## src/rtl/pgseq_pkg.sv

```systemverilog
package pgseq_pkg;

  typedef enum logic [2:0] {
    ST_OFF  = 3'd0,
    ST_SOFT = 3'd1,
    ST_BOOT = 3'd2,
    ST_RDLY = 3'd3,
    ST_RUN  = 3'd4
  } seqState_t;

  // strobes from control to datapath
  typedef struct packed {
    logic bootRun;   // boot-period counter may count
    logic startRun;  // startup-delay counter may count
    logic blankArm;  // blanking may be started
  } seqStrobe_t;

endpackage

```

## src/rtl/pgseq_tickcnt.sv

```systemverilog
module pgseq_tickcnt #(
  parameter int LIMIT = 10
) (
  input  logic clk,
  input  logic rstN,
  input  logic run,
  input  logic tick,
  output logic hit
);
  localparam int W = (LIMIT > 1) ? $clog2(LIMIT) : 1;
  localparam logic [W-1:0] LAST = W'(LIMIT - 1);

  logic [W-1:0] cnt;

  assign hit = run && tick && (cnt == LAST);

  always_ff @(posedge clk or negedge rstN) begin
    if (!rstN)       cnt <= '0;
    else if (!run)   cnt <= '0;
    else if (hit)    cnt <= '0;
    else if (tick)   cnt <= cnt + W'(1);
  end
endmodule

```

## src/rtl/pgseq_datapath.sv

```systemverilog
module pgseq_datapath
  import pgseq_pkg::*;
#(
  parameter int VID_W       = 6,
  parameter int BOOT_US     = 10,
  parameter int STARTUP_CYC = 1007,
  parameter int BLANK_CYC   = 62
) (
  input  logic             clk,
  input  logic             rstN,
  input  seqStrobe_t       strb,
  input  logic [VID_W-1:0] vidCode,
  input  logic             sleepReq,
  input  logic             usTick,
  input  logic             cycTick,
  output logic             bootHit,
  output logic             startHit,
  output logic             blankActive,
  output logic             chgSeen
);
  localparam int SW = VID_W + 1;
  localparam int BW = $clog2(BLANK_CYC + 1);

  logic [SW-1:0] smpNow, smpPrev;
  logic [BW-1:0] blankCnt;

  // two sample stages: change seen when they differ
  always_ff @(posedge clk or negedge rstN) begin
    if (!rstN) begin
      smpNow  <= '0;
      smpPrev <= '0;
    end else begin
      smpNow  <= {sleepReq, vidCode};
      smpPrev <= smpNow;
    end
  end

  assign chgSeen = (smpNow != smpPrev);

  always_ff @(posedge clk or negedge rstN) begin
    if (!rstN)                            blankCnt <= '0;
    else if (!strb.blankArm)              blankCnt <= '0;
    else if (chgSeen)                     blankCnt <= BW'(BLANK_CYC);
    else if (cycTick && blankCnt != '0)   blankCnt <= blankCnt - BW'(1);
  end

  assign blankActive = (blankCnt != '0);

  pgseq_tickcnt #(.LIMIT(BOOT_US)) bootCnt_i (
    .clk (clk), .rstN(rstN), .run(strb.bootRun), .tick(usTick), .hit(bootHit)
  );

  pgseq_tickcnt #(.LIMIT(STARTUP_CYC)) startCnt_i (
    .clk (clk), .rstN(rstN), .run(strb.startRun), .tick(cycTick), .hit(startHit)
  );
endmodule

```

## src/rtl/pgseq_control.sv

```systemverilog
module pgseq_control
  import pgseq_pkg::*;
(
  input  logic       clk,
  input  logic       rstN,
  input  logic       enable,
  input  logic       uvlo,
  input  logic       atBoot,
  input  logic       inWindow,
  input  logic       bootHit,
  input  logic       startHit,
  input  logic       blankActive,
  output seqStrobe_t strb,
  output logic       pgFastN,
  output logic       pgDelay,
  output logic       refSelVid
);
  seqState_t state, stateNext;
  logic runPh;

  always_comb begin
    stateNext = state;
    if (!enable || uvlo) stateNext = ST_OFF;
    else begin
      unique case (state)
        ST_OFF:  stateNext = ST_SOFT;
        ST_SOFT: if (atBoot)   stateNext = ST_BOOT;
        ST_BOOT: if (bootHit)  stateNext = ST_RDLY;
        ST_RDLY: if (startHit) stateNext = ST_RUN;
        ST_RUN:  stateNext = ST_RUN;
        default: stateNext = ST_OFF;
      endcase
    end
  end

  always_ff @(posedge clk or negedge rstN) begin
    if (!rstN) state <= ST_OFF;
    else       state <= stateNext;
  end

  assign runPh = (state == ST_RDLY) || (state == ST_RUN);

  always_comb begin
    strb.bootRun  = (state == ST_BOOT) && atBoot;
    strb.startRun = (state == ST_RDLY);
    strb.blankArm = runPh;
  end

  always_comb begin
    refSelVid = runPh;
    if (runPh && blankActive) begin
      pgFastN = 1'b0;
      pgDelay = 1'b1;
    end else begin
      pgFastN = !(runPh && inWindow);
      pgDelay = (state == ST_RUN) && inWindow;
    end
  end
endmodule

```

## src/rtl/pg_startup_seq.sv

```systemverilog
module pg_startup_seq
  import pgseq_pkg::*;
#(
  parameter int VID_W       = 6,
  parameter int BOOT_US     = 10,
  parameter int STARTUP_CYC = 1007,
  parameter int BLANK_CYC   = 62
) (
  input  logic             clk,
  input  logic             rstN,
  input  logic             enable,
  input  logic             uvlo,
  input  logic             atBoot,
  input  logic             inWindow,
  input  logic [VID_W-1:0] vidCode,
  input  logic             sleepReq,
  input  logic             cycTick,
  input  logic             usTick,
  output logic             pgFastN,
  output logic             pgDelay,
  output logic             refSelVid
);
  seqStrobe_t strb;
  logic bootHit, startHit, blankActive, chgSeen;

  pgseq_datapath #(
    .VID_W(VID_W), .BOOT_US(BOOT_US),
    .STARTUP_CYC(STARTUP_CYC), .BLANK_CYC(BLANK_CYC)
  ) dp_i (
    .clk(clk), .rstN(rstN), .strb(strb), .vidCode(vidCode), .sleepReq(sleepReq),
    .usTick(usTick), .cycTick(cycTick), .bootHit(bootHit), .startHit(startHit),
    .blankActive(blankActive), .chgSeen(chgSeen)
  );

  pgseq_control ctl_i (
    .clk(clk), .rstN(rstN), .enable(enable), .uvlo(uvlo), .atBoot(atBoot),
    .inWindow(inWindow), .bootHit(bootHit), .startHit(startHit),
    .blankActive(blankActive), .strb(strb), .pgFastN(pgFastN),
    .pgDelay(pgDelay), .refSelVid(refSelVid)
  );
endmodule

```

## config.mk

```make
export PLATFORM = sky130hd
export DESIGN_NAME = pg_startup_seq
export DESIGN_NICKNAME = d
export VERILOG_FILES = /design/src/rtl/pgseq_pkg.sv /design/src/rtl/pgseq_tickcnt.sv /design/src/rtl/pgseq_datapath.sv /design/src/rtl/pgseq_control.sv /design/src/rtl/pg_startup_seq.sv
export SDC_FILE = /design/constraint.sdc
export NUM_CORES = 1
export LEC_CHECK = 0
export CORE_ASPECT_RATIO = 0.9
export CORE_UTILIZATION = 56
export CTS_CLUSTER_DIAMETER = 50
export CTS_CLUSTER_SIZE = 30
export DETAILED_ROUTE_END_ITERATION = 12
export PLACE_DENSITY = 0.79
export SLEW_MARGIN = 20
export SYNTH_ARGS = -nofsm -noshare
export SYNTH_HDL_FRONTEND = slang
export SYNTH_SLANG_ARGS = --single-unit
export TNS_END_PERCENT = 50
```

## constraint.sdc

```tcl
create_clock -name clk -period 1.9 [get_ports clk]
set_input_delay 0.285 -clock clk [delete_from_list [all_inputs] [get_ports clk]]
set_output_delay 0.285 -clock clk [all_outputs]
set_load 0.01 [all_outputs]
```

# Word-level counts from Yosys, hierarchy flattened

Cells that the tools add are included.

Add/sub/neg operators: 3
Multipliers: 0
Divide/modulo/power cells: 0
Magnitude comparators: 0
Equality and inequality tests: 13
Shift-type cells: 0
Multiplexer cells: 16
Bitwise logic cells: 0
Reductions and logical operators: 16

Operators with widths:

| cell                  | number |
|---|---|
| $mux 10               | 3 |
| $mux 6                | 3 |
| $pmux 3 s5            | 1 |
| $mux 3                | 4 |
| $mux 4                | 3 |
| $add 10x1->10 const B | 1 |
| $eq 10x10->1 const B  | 1 |
| $logic_and 1x1->1     | 9 |
| $ne 3x2->1 const B    | 3 |
| $ne 7x7->1            | 1 |
| $eq 3x2->1 const B    | 2 |
| $ne 3x3->1 const B    | 2 |
| $reduce_bool 6->1     | 1 |
| $sub 6x1->6 const B   | 1 |
| $add 4x1->4 const B   | 1 |
| $eq 4x4->1 const B    | 1 |
| $eq 3x1->1 const B    | 1 |
| $eq 3x3->1 const B    | 1 |
| $logic_not 3->1       | 1 |
| $ne 3x1->1 const B    | 1 |
| $reduce_and 3->1      | 1 |
| $logic_not 1->1       | 2 |
| $logic_or 1x1->1      | 2 |
| $mux 1                | 2 |

Register bits after elaboration: 37
Latch bits: 0
RAM bits: 0
Bits in read-only memories: 0
Bits of input ports: 15
Output and inout port bits: 3
Logic and storage cells: 54
Memories kept: 0

# Logic depth before layout (Yosys ltp)

Depth in word-level cells: 7
Mapped depth: 6
Gate-level depth less buffers: 6

# By module

Synthesis repeated with hierarchy kept, for this count alone.

Cells, all modules: 176
Area total of the unflattened synthesis: 1858.0 µm²

Modules (own cells, without submodules):

| module                          | instances | cells each | area each (µm²) | seq. area each (µm²) |
|---|---|---|---|---|
| pgseq_datapath                  | 1         | 60         | 803.3           | 500.5 |
| pgseq_tickcnt (dp_i.startCnt_i) | 1         | 66         | 568.0           | 250.2 |
| pgseq_tickcnt (dp_i.bootCnt_i)  | 1         | 27         | 251.5           | 100.1 |
| pgseq_control                   | 1         | 23         | 235.2           | 75.1 |

# Least setup slack after synthesis

No wires, ideal clock.

Kind: reg-to-output
Start point: register ctl_i.state[1]
End point: output pgFastN
Arrival: 1185 ps
Required time: 1615 ps
Slack: 430 ps
Stages on the path, launching flop included: 6
Path buffers: 0
Cells stage by stage: dfrtp_1 -> nand2_1 -> nor2_1 -> a21oi_1 -> inv_1 -> o21ai_0

Longest elaborated chain between the ends: 5
Elaborated cells between the ends (all ways): 7
Classes of those cells: eq/ne: 2; mux: 1; reduce/logical: 4

Ends and longest elaborated chain:

| element                                         | line                 | text |
|---|---|---|
| from (decl)                                     | pgseq_control.sv:18  | `seqState_t state, stateNext;` |
| from (signal assigned)                          | pgseq_control.sv:38  | `else state <= stateNext;` |
| $eq 3x2->1 / $eq 3x3->1 (equally long branches) | pgseq_control.sv:41  | `assign runPh = (state == ST_RDLY) \|\| (state == ST_RUN);` |
| $logic_or 1x1->1 (*)                            | pgseq_control.sv:41  |  |
| via refSelVid                                   | pg_startup_seq.sv:21 | `output logic refSelVid` |
| $logic_and 1x1->1                               | pgseq_control.sv:55  | `pgFastN = !(runPh && inWindow);` |
| $logic_not 1->1                                 | pgseq_control.sv:55  |  |
| $mux 1 (*)                                      | pgseq_control.sv:51  | `if (runPh && blankActive) begin` |
| to (decl)                                       | pg_startup_seq.sv:19 | `output logic pgFastN,` |

Mark *: on every way through the listed nets, which the timed path passes. The rest lies on a longest branch.

# Worst setup path in the final report

Start point: register dp_i.blankCnt[3]
End point: output pgDelay

Longest elaborated chain between the ends: 3

Ends and longest elaborated chain:

| element                | line                 | text |
|---|---|---|
| from (decl)            | pgseq_datapath.sv:25 | `logic [BW-1:0] blankCnt;` |
| from (signal assigned) | pgseq_datapath.sv:43 | `else if (chgSeen) blankCnt <= BW'(BLANK_CYC);` |
| from (signal assigned) | pgseq_datapath.sv:44 | `else if (cycTick && blankCnt != '0) blankCnt <= blankCnt - BW'(1);` |
| $reduce_bool 6->1      | pgseq_datapath.sv:47 | `assign blankActive = (blankCnt != '0);` |
| $logic_and 1x1->1      | pgseq_control.sv:51  |  |
| $mux 1                 | pgseq_control.sv:51  |  |
| to (decl)              | pg_startup_seq.sv:20 | `output logic pgDelay,` |

Every way passes these cells.

==> impl_metrics.env <==
export IMPL_status="finished clean"
export IMPL_wl_mm=3.69
export IMPL_timing_final_crit_share=0.969
export IMPL_tightest_slew_ns=0.527
export IMPL_final_nets=233
export IMPL_vias_per_cell=5.63
export IMPL_max_freq_mhz=543
export IMPL_rr_worst_depth=9
export IMPL_async_reset_ff_frac=1.00
export IMPL_stdcell_count=255
export IMPL_syn_area_um2=1790
export IMPL_finalClockSkew_ns=0.00596
export IMPL_ys_warn_count=0
export IMPL_clkTransAtPathRegs_ns=0.11
export IMPL_yosys_cell_types_count=42
export IMPL_syn_inst=171
export IMPL_multiInputGateArea_um2=828
export IMPL_seqCellArea_um2=927
export IMPL_vias=1435
export IMPL_start_util=0.589
export IMPL_clk_latency_ns=0.35
export IMPL_core_area_um2=3040
export IMPL_r2r_end="dp_i.blankCnt[4]"
export IMPL_grt_max_degree=38
export IMPL_die_w_um=61.6
export IMPL_post_drt_wl_per_cell_um=14.5
export IMPL_slowest_stage="dfrtp_1"
export IMPL_dieHeight_um=55.7
export IMPL_clock_sinks=37
export IMPL_portBuffers=17
export IMPL_setup_worst_path_start_class="flop"
export IMPL_antenna_found_initial=0
export IMPL_syn2layout_area_growth_pct=22.8
export IMPL_first_pass_iters=4
export IMPL_maxSlewHeadroom=0.646
export IMPL_min_path_type="input port to async pin"
export IMPL_grt_pass1_wl_mm=6.28
export IMPL_rrSetupSlack_ns=0.16
export IMPL_root_buffer="clkbuf_4"
export IMPL_finalHoldViolCount=0
export IMPL_grt_usage=0.254
export IMPL_powerDensity_nw_per_um2=611
export IMPL_drv_slew=0
export IMPL_drtIter0Drc=106
export IMPL_path_class="flop to output port"
export IMPL_fin_crit_ns=1.84
export IMPL_post_synth_cell_area_avg_um2=10.5
export IMPL_timing_rr_start="dp_i.blankCnt[3]"
export IMPL_synth_seq_area_share=0.517
export IMPL_critPathCaptureType="output port"
export IMPL_fin_setup_tns_ns=0
export IMPL_diodes=0
export IMPL_final_layout_size_suffix_gt1_frac=0.183
export IMPL_gp_congestion=1.01
export IMPL_final_util=0.723
export IMPL_drc=0
export IMPL_hpwl_mm=2.61
export IMPL_ant_nets=0
export IMPL_yosys_most_used_dff="dfrtp_1"
export IMPL_gr_total_overflow=0
export IMPL_crit_buf_inv=1
export IMPL_post_route_cell_area_um2=2200
export IMPL_numCtsBuffers=5
export IMPL_grt_pass1_vias=1431
export IMPL_final_setup_worst_slack_ns=0.0594
export IMPL_path_cells="nor4_4, nand2_2, nor2_1, o22ai_1, buf_2"
export IMPL_vdd_ir_drop_max_mv=0.554
export IMPL_synth_seq_cells=37
export IMPL_critPathTopFamily="simple AND/OR/NAND/NOR gates"
export IMPL_rsz0062_at_grt="true"
export IMPL_synth_edff_count=0
export IMPL_cp_arrival_ns=1.56
export IMPL_fin_hold_ws_ns=0.350
export IMPL_syn_nets=192
export IMPL_io_pins=18
export IMPL_dp_slack_ns=0.0338
export IMPL_cp_max_fo=3
export IMPL_finalSetupViolations=0
export IMPL_dieArea_um2=3430
export IMPL_fillerInstances=243
export IMPL_cap_violations=0
export IMPL_clk_path_buf_depth=2
export IMPL_row_count=19
export IMPL_cpPeakStageDelay_ns=0.42
export IMPL_crit_required_ns=1.62
export IMPL_htree_levels=2
export IMPL_p_total_mw=1.34
export IMPL_p_leak_nw=0.964
export IMPL_dp_cells=238
export IMPL_dpl_cell_area_um2=2070
export IMPL_cts_tree="built"
## worst reg2reg max path, stage by stage, from the launching register on
cell	delay, ns
dfrtp_1	0.42
nor4_4	0.34
nand2_2	0.12
buf_6	0.13
buf_6	0.10
buf_4	0.12
buf_4	0.12
buf_4	0.12
nand4_1	0.06
a31oi_1	0.08
## logic make-up after synthesis
kind of cell | count (synthesis) | synth area share
simple gates | 70 | 0.221
flops | 37 | 0.517
compound gates | 36 | 0.126
xor+xnor | 9 | 0.0440
buf+inv | 9 | 0.0251
fa+ha+maj | 6 | 0.0419
mux | 4 | 0.0251
## cell usage after synthesis (2+ instances only)
| cell | n | area share |
|---|---|---|
| a21oi_1 | 8 | 0.022 |
| a31oi_1 | 7 | 0.024 |
| nand4_1 | 5 | 0.017 |
| o21ai_0 | 8 | 0.022 |
| and4b_1 | 2 | 0.011 |
| and3_1 | 3 | 0.010 |
| mux2i_1 | 3 | 0.017 |
| nand2_1 | 19 | 0.040 |
| and2_1 | 2 | 0.0070 |
| inv_1 | 7 | 0.015 |
| nand2b_1 | 5 | 0.017 |
| xnor2_1 | 5 | 0.024 |
| or3_1 | 2 | 0.0070 |
| nor2_1 | 12 | 0.025 |
| nor3_1 | 4 | 0.011 |
| ha_1 | 6 | 0.042 |
| nand3_1 | 7 | 0.020 |
| dfrtp_1 | 37 | 0.52 |
| xor2_1 | 4 | 0.020 |
| o22ai_1 | 3 | 0.010 |
## what timing repair did
action,in CTS,in global routing
cloned,0,0
pin swaps,2,4
gates resized for setup,10,6
buffers inserted,10,0
hold buffers,0,0
endpoints found under the setup margin,3,3
## state kept, by name (all words and copies together) (netlist names)
signal and count:
ctl_i.state 3, dp_i.blankCnt 6, dp_i.bootCnt_i.cnt 4, dp_i.smpNow 7, dp_i.smpPrev 7, dp_i.startCnt_i.cnt 10
## placed cells by master (no fill, tap or decap), types with 5 or more instances in the layout
master	Yosys	routed
inv_1	7	7
o21ai_0	8	7
nor2_1	12	11
xnor2_1	5	5
a31oi_1	7	7
nand3_1	7	7
a21oi_1	8	8
clkdlybuf4s50_1	0	14
nand2_1	19	18
dfrtp_1	37	36
buf_4	1	17
clkbuf_4	0	5
nand2b_1	5	5
ha_1	6	5
nand4_1	5	5
## worst max path at each step
stage / cells past startpoint / slack, ns / start / end
2_1_floorplan: 5 / 0.43 / ctl_i.state[1] / pgFastN
3_5_place_dp: 5 / 0.03 / dp_i.blankCnt[0] / pgFastN
4_1_cts: 4 / -0.04 / dp_i.blankCnt[5] / pgFastN
5_1_grt: 5 / -0.03 / dp_i.blankCnt[3] / pgDelay
6_report: 5 / 0.06 / dp_i.blankCnt[3] / pgDelay
3_3_place_gp: 5 / 0.12 / dp_i.blankCnt[0] / pgDelay
## layout make-up
| cell class | instances | area share |
|---|---|---|
| clock inverter | 2 | 0.00683 |
| tap | 42 | 0.0239 |
| timing repair buffer | 36 | 0.141 |
| inverter | 7 | 0.0119 |
| clock buffer | 6 | 0.0188 |
| sequential | 37 | 0.422 |
| multi-input combinational | 125 | 0.377 |
## per-layer routing
metal | global-route usage | vias up | wire, um
met5 | 0 | - | 0
met4 | 0.114 | 0 | 67
met2 | 0.418 | 40 | 1960
met1 | 0.313 | 689 | 1520
li1 | - | 695 | -
met3 | 0.0558 | 11 | 140
## where the power goes
part / internal (mW) / switching, mW / leakage (nW)
registers: 0.805 / 0.0129 / 0.482
logic: 0.0666 / 0.0525 / 0.458
clock network: 0.144 / 0.262 / 0.0245
total: 1.02 / 0.327 / 0.964
Note: power is estimated with default switching activity, not from simulation.
